## config.mk

```make
export PLATFORM = sky130hd
export DESIGN_NAME = dma_irq_coalescer
export DESIGN_NICKNAME = d
export VERILOG_FILES = /design/src/rtl/dma_irq_pkg.sv /design/src/rtl/irq_coalesce_counter.sv /design/src/rtl/irq_idle_timer.sv /design/src/rtl/irq_status_flags.sv /design/src/rtl/dma_irq_coalescer.sv
export SDC_FILE = /design/constraint.sdc
export NUM_CORES = 1
export LEC_CHECK = 0
export BUFFER_PORTS_ARGS = -buffer_cell sky130_fd_sc_hd__buf_2
export CAP_MARGIN = 20
export CORE_MARGIN = 5
export CORE_UTILIZATION = 25
export CTS_CLUSTER_DIAMETER = 80
export DETAILED_ROUTE_END_ITERATION = 8
export PLACE_DENSITY = 0.51
export SLEW_MARGIN = 40
export SYNTH_ARGS = -nofsm -noshare
export SYNTH_HDL_FRONTEND = slang
export SYNTH_SLANG_ARGS = --single-unit
```

## constraint.sdc

```tcl
create_clock -name clk -period 4.37 [get_ports clk]
set_clock_uncertainty 0.1 [all_clocks]
set_input_delay 0 -clock clk [delete_from_list [all_inputs] [get_ports clk]]
set_output_delay 0 -clock clk [all_outputs]
set_load 0.005 [all_outputs]
```

## src/rtl/dma_irq_pkg.sv

```systemverilog
package dma_irq_pkg;
  typedef struct packed {
    logic done;
    logic delay;
    logic err;
  } irq_flags_t;
endpackage

```

## src/rtl/irq_coalesce_counter.sv

```systemverilog
module irq_coalesce_counter #(
  parameter int THRESH_W = 8
) (
  input  logic                clk,
  input  logic                rst_n,
  input  logic                done_pulse,
  input  logic                hold,
  input  logic                reload,
  input  logic [THRESH_W-1:0] thresh_val,
  output logic                reached,
  output logic [THRESH_W-1:0] count_left
);
  logic [THRESH_W-1:0] eff_thresh;
  logic [THRESH_W-1:0] cnt_q;

  assign eff_thresh = (thresh_val == '0) ? THRESH_W'(1) : thresh_val;
  assign reached    = done_pulse && !hold && !reload && (cnt_q == THRESH_W'(1));
  assign count_left = cnt_q;

  always_ff @(posedge clk) begin
    if (!rst_n) begin
      cnt_q <= THRESH_W'(1);
    end else if (reload) begin
      cnt_q <= eff_thresh;
    end else if (done_pulse && !hold) begin
      if (cnt_q == THRESH_W'(1)) cnt_q <= eff_thresh;
      else                       cnt_q <= cnt_q - THRESH_W'(1);
    end
  end

  // the outstanding count never sits at zero
  a_r2_count_nonzero: assert property (@(posedge clk) disable iff (!rst_n)
    cnt_q != '0);
  // counting frozen while halted by an error
  a_r7_count_frozen: assert property (@(posedge clk) disable iff (!rst_n)
    (hold && !reload) |=> $stable(cnt_q));
endmodule

```

## src/rtl/irq_idle_timer.sv

```systemverilog
module irq_idle_timer #(
  parameter int DELAY_W  = 8,
  parameter int PRESCALE = 4
) (
  input  logic               clk,
  input  logic               rst_n,
  input  logic               eop_pulse,
  input  logic               hold,
  input  logic [DELAY_W-1:0] delay_val,
  output logic               expire
);
  localparam int PW = (PRESCALE > 1) ? $clog2(PRESCALE) : 1;

  logic               tick;
  logic [DELAY_W-1:0] tmr_q;
  logic               armed_q;
  logic               last_step;

  generate
    if (PRESCALE > 1) begin : g_prescale
      logic [PW-1:0] pre_q;
      assign tick = (pre_q == PW'(PRESCALE - 1));
      always_ff @(posedge clk) begin
        if (!rst_n)    pre_q <= '0;
        else if (tick) pre_q <= '0;
        else           pre_q <= pre_q + PW'(1);
      end
    end else begin : g_direct
      assign tick = 1'b1;
    end
  endgenerate

  assign last_step = ({1'b0, tmr_q} + (DELAY_W+1)'(1)) == {1'b0, delay_val};
  assign expire    = (delay_val != '0) && !hold && !eop_pulse && tick && armed_q && last_step;

  always_ff @(posedge clk) begin
    if (!rst_n) begin
      tmr_q   <= '0;
      armed_q <= 1'b0;
    end else if (delay_val == '0) begin
      tmr_q   <= '0;
      armed_q <= 1'b0;
    end else if (hold) begin
      tmr_q   <= tmr_q;
      armed_q <= armed_q;
    end else if (eop_pulse) begin
      tmr_q   <= '0;
      armed_q <= 1'b1;
    end else if (tick && armed_q) begin
      if (last_step) begin
        tmr_q   <= '0;
        armed_q <= 1'b0;
      end else begin
        tmr_q <= tmr_q + DELAY_W'(1);
      end
    end
  end

  // a zero delay field keeps the timer cleared and disarmed
  a_r6_off_when_zero: assert property (@(posedge clk) disable iff (!rst_n)
    (delay_val == '0) |=> (tmr_q == '0 && !armed_q));
  // timer frozen while halted by an error
  a_r7_timer_frozen: assert property (@(posedge clk) disable iff (!rst_n)
    (hold && delay_val != '0) |=> ($stable(tmr_q) && $stable(armed_q)));
endmodule

```

## src/rtl/irq_status_flags.sv

```systemverilog
module irq_status_flags
  import dma_irq_pkg::*;
(
  input  logic       clk,
  input  logic       rst_n,
  input  logic       set_done,
  input  logic       set_delay,
  input  logic       set_err,
  input  logic       ack_done,
  input  logic       ack_delay,
  input  logic       ack_err,
  output irq_flags_t flags
);
  always_ff @(posedge clk) begin
    if (!rst_n) begin
      flags <= '0;
    end else begin
      if (set_done)       flags.done <= 1'b1;
      else if (ack_done)  flags.done <= 1'b0;
      if (set_delay)      flags.delay <= 1'b1;
      else if (ack_delay) flags.delay <= 1'b0;
      if (set_err)        flags.err <= 1'b1;
      else if (ack_err)   flags.err <= 1'b0;
    end
  end

  // an error pulse always lands in the flag
  a_r7_err_sets: assert property (@(posedge clk) disable iff (!rst_n)
    set_err |=> flags.err);
  // completion flag sticky until acknowledged
  a_r8_done_sticky: assert property (@(posedge clk) disable iff (!rst_n)
    (flags.done && !ack_done) |=> flags.done);
  // completion flag only rises after a counted event
  a_r2_done_cause: assert property (@(posedge clk) disable iff (!rst_n)
    $rose(flags.done) |-> $past(set_done));
endmodule

```

## src/rtl/dma_irq_coalescer.sv

```systemverilog
module dma_irq_coalescer
  import dma_irq_pkg::*;
#(
  parameter int THRESH_W = 8,
  parameter int DELAY_W  = 8,
  parameter int PRESCALE = 4
) (
  input  logic                clk,
  input  logic                rst_n,
  input  logic                done_pulse,
  input  logic                eop_pulse,
  input  logic                err_pulse,
  input  logic                en_done,
  input  logic                en_delay,
  input  logic                en_err,
  input  logic [THRESH_W-1:0] thresh_val,
  input  logic                thresh_wr,
  input  logic [DELAY_W-1:0]  delay_val,
  input  logic                ack_done,
  input  logic                ack_delay,
  input  logic                ack_err,
  output logic                irq,
  output logic                flag_done,
  output logic                flag_delay,
  output logic                flag_err,
  output logic [THRESH_W-1:0] count_left
);
  irq_flags_t flags;
  logic       halted;
  logic       reached;
  logic       expire;

  assign halted = flags.err;

  irq_coalesce_counter #(.THRESH_W(THRESH_W)) u_count (
    .clk        (clk),
    .rst_n      (rst_n),
    .done_pulse (done_pulse),
    .hold       (halted),
    .reload     (thresh_wr || ack_done),
    .thresh_val (thresh_val),
    .reached    (reached),
    .count_left (count_left)
  );

  irq_idle_timer #(.DELAY_W(DELAY_W), .PRESCALE(PRESCALE)) u_idle (
    .clk       (clk),
    .rst_n     (rst_n),
    .eop_pulse (eop_pulse),
    .hold      (halted),
    .delay_val (delay_val),
    .expire    (expire)
  );

  irq_status_flags u_flags (
    .clk       (clk),
    .rst_n     (rst_n),
    .set_done  (reached),
    .set_delay (expire),
    .set_err   (err_pulse),
    .ack_done  (ack_done),
    .ack_delay (ack_delay),
    .ack_err   (ack_err),
    .flags     (flags)
  );

  assign flag_done  = flags.done;
  assign flag_delay = flags.delay;
  assign flag_err   = flags.err;
  assign irq = (flags.done && en_done) || (flags.delay && en_delay) || (flags.err && en_err);

  // with every source masked the line stays low
  a_r9_all_masked: assert property (@(posedge clk) disable iff (!rst_n)
    (!en_done && !en_delay && !en_err) |-> !irq);
endmodule

```

==> results.ini <==
[power]
total_power_mw = 0.445
p_per_area_nw_per_um2 = 242
ir_worst_vdd_mv = 0.0859
leakagePower_nw = 0.724

[floorplanning]
initial_utilization = 0.259
core-area_um2 = 5540
die_area_um2 = 7360
io_pins = 40
rows = 27
die_w_um = 85.8
dieHeight_um = 85.8

[placed_design]
io_buffers = 39
gp_congestion = 0.857
dp_cells = 286
placed_cell_area_um2 = 1700
dp_hpwl_mm = 3.01

[finish]
synthToLayoutAreaGrowth_pct = 27.8
fill_cells = 613
layout.cells.non_filler = 298
seq_area_um2 = 440
drive_above_1_share = 0.235
finish.instance_area_um2 = 1830
diodes = 0
nNetsFinal = 260
layout_common_cells = buf_2, dfxtp_1, nor2_1
multi_input_area_um2 = 943
mostFrequentLayoutCell = buf_2

[status]
outcome = complete, no violations

[critical_path]
worstSetupStartpointType = flop
path_max_fanout = 9
r2r-start = u_count.count_left[3]$_SDFFE_PN0P_
required_ns = 4.43
end_kind = flop
r2r_setup_slack_ns = 1.87
reg2reg_to = u_count.count_left[0]$_SDFFE_PN1P_
crit_type = reg -> reg
worstPathArrival_ns = 2.55
rr_worst_depth = 5

[yosys]
avgSynthCellArea_um2 = 8.02
synth_seq_cells = 22
ys_seq_area_frac = 0.307
synth_area_um2 = 1440
ys_warn_count = 0
synthArstFlopShare = 0
ys_dominant_reg_cell = dfxtp_1
synth_enable_flop_cells = 0
syn_inst = 179
syn_nets = 211
synth_cell_types = 49

[cts]
cts_root_buffer = clkbuf_8
clk_pin_slew_worst_paths_ns = 0.08
htree_levels = 1
cts_buffers = 3
clk_latency_ns = 0.26
cts_num_sinks = 22
cts_tree = built
clk_path_buf_depth = 2

[drt]
drc = 0
post_drt_via_cell_ratio = 4.94
drt-initial-drc-count = 49
wl_per_cell_um = 12.9
vias = 1471
drtAntennaViolNets = 0
drtPass1Iterations = 4
drt_wl_total_mm = 3.85

[timing]
slew_viol_final = 0
timing_hold_violations_final = 0
fmax_mhz = 400
maxSlewHeadroom = 0.502
period_share = 0.572
setup_tns_ns = 0
rsz0062_at_grt = false
finalSetupViolations = 0
fin_crit_ns = 2.50
tightest_slew_ns = 0.737

[global_routing]
antenna_found_initial = 0
grt_max_degree = 14
grt-ovfl-total = 0
grt_pass1_vias = 1417
grt_use_total = 0.106
grt_pass1_wl_mm = 6.49

[min_path]
hold_depth = 4
worstHoldEndpoint = u_count.count_left[2]$_SDFFE_PN0P_
hold_start = thresh_val[2]
holdCritPathClass = in -> reg

[run]
drv_cap = 0

cells in the mapped netlist, types with 3 or more instances:
cell,instances,share of area
xnor2_1,7,0.043
nand3_1,8,0.028
xor2_1,3,0.018
a2bb2oi_1,3,0.018
nor2_1,18,0.047
ha_1,4,0.035
nand2_1,14,0.037
nand2b_1,4,0.017
dfxtp_1,22,0.31
a21oi_1,12,0.042
nor3_1,8,0.028
a22oi_1,3,0.016
o21ai_0,12,0.042
inv_1,8,0.021
nor4_1,4,0.017
or4_1,3,0.016
area by class of cell:
class                   count  area share
flip-flops and latches     22       0.240
clock buffers               3      0.0225
well taps                  72      0.0491
inverters                   9      0.0184
repair buffers             48       0.156
multi-input cells         144       0.514
per-layer routing:
metal  vias to the layer above  GRT usage  wire length (µm)
li1                        760          -                 -
met1                       665      0.133              1830
met2                        38      0.174              1730
met3                         8     0.0317               225
met4                         0     0.0360                71
met5                         -          0                 0
cell families after synthesis:
logic type | synth area share
xor+xnor | 0.0767
simple gates | 0.292
compound gates | 0.254
buf+inv | 0.0357
flops | 0.307
fa+ha+maj | 0.0349
power breakdown:
part / internal (mW) / switching [mW] / total, mW
registers: 0.211 / 0.0109 / 0.222
clock network: 0.0615 / 0.0644 / 0.126
logic: 0.0473 / 0.0495 / 0.0969
total: 0.320 / 0.125 / 0.445
worst max-delay path: stages, from the launching register on:
cell and delay, ns:
dfxtp_1 0.38, nor2_1 0.28, a41oi_1 0.40, a2111oi_0 0.50, o21ai_0 0.16, dlygate4sd3_1 0.57
metrics by stage:
stage / util / setup slack [ns] / hold slack [ns]
after global placement: 0.307 / 2.06 / 0.101
after CTS: 0.331 / 1.85 / 0.00561
final: 0.331 / 1.87 / 0.00661
after detailed placement: 0.307 / 2.03 / 0.104
after floorplan: - / 2.33 / -0.0238
after global routing: 0.331 / 1.65 / 0.0224
state kept, by name (all words and copies together) (netlist names):
signal	count
u_count.count_left	8
u_flags.flags	3
u_idle.armed_q	1
u_idle.g_prescale.pre_q	2
u_idle.tmr_q	8
worst max-delay path by stage:
stage / cells after the start / slack (ns) / from / to
final: 5 / 1.87 / u_count.count_left[3]$_SDFFE_PN0P_ / u_count.count_left[0]$_SDFFE_PN1P_
after global routing: 5 / 1.65 / u_count.count_left[3]$_SDFFE_PN0P_ / u_count.count_left[0]$_SDFFE_PN1P_
after CTS: 5 / 1.85 / u_count.count_left[3]$_SDFFE_PN0P_ / u_count.count_left[0]$_SDFFE_PN1P_
after detailed placement: 7 / 2.03 / u_idle.tmr_q[0]$_SDFFE_PP0P_ / u_idle.tmr_q[0]$_SDFFE_PP0P_
after global placement: 7 / 2.06 / u_idle.tmr_q[0]$_SDFFE_PP0P_ / u_idle.armed_q$_SDFFE_PP0P_
after floorplan: 7 / 2.33 / u_idle.tmr_q[1]$_SDFFE_PP0P_ / u_idle.tmr_q[7]$_SDFFE_PP0P_
what timing repair did:
| item | 4_1_cts | 5_1_grt |
|---|---|---|
| setup buffers | 0 | 0 |
| hold endpoints to repair | 7 | 0 |
| gates resized for setup | 0 | 0 |
| hold buffers | 9 | 0 |
Power figures use the tool's default switching activity.
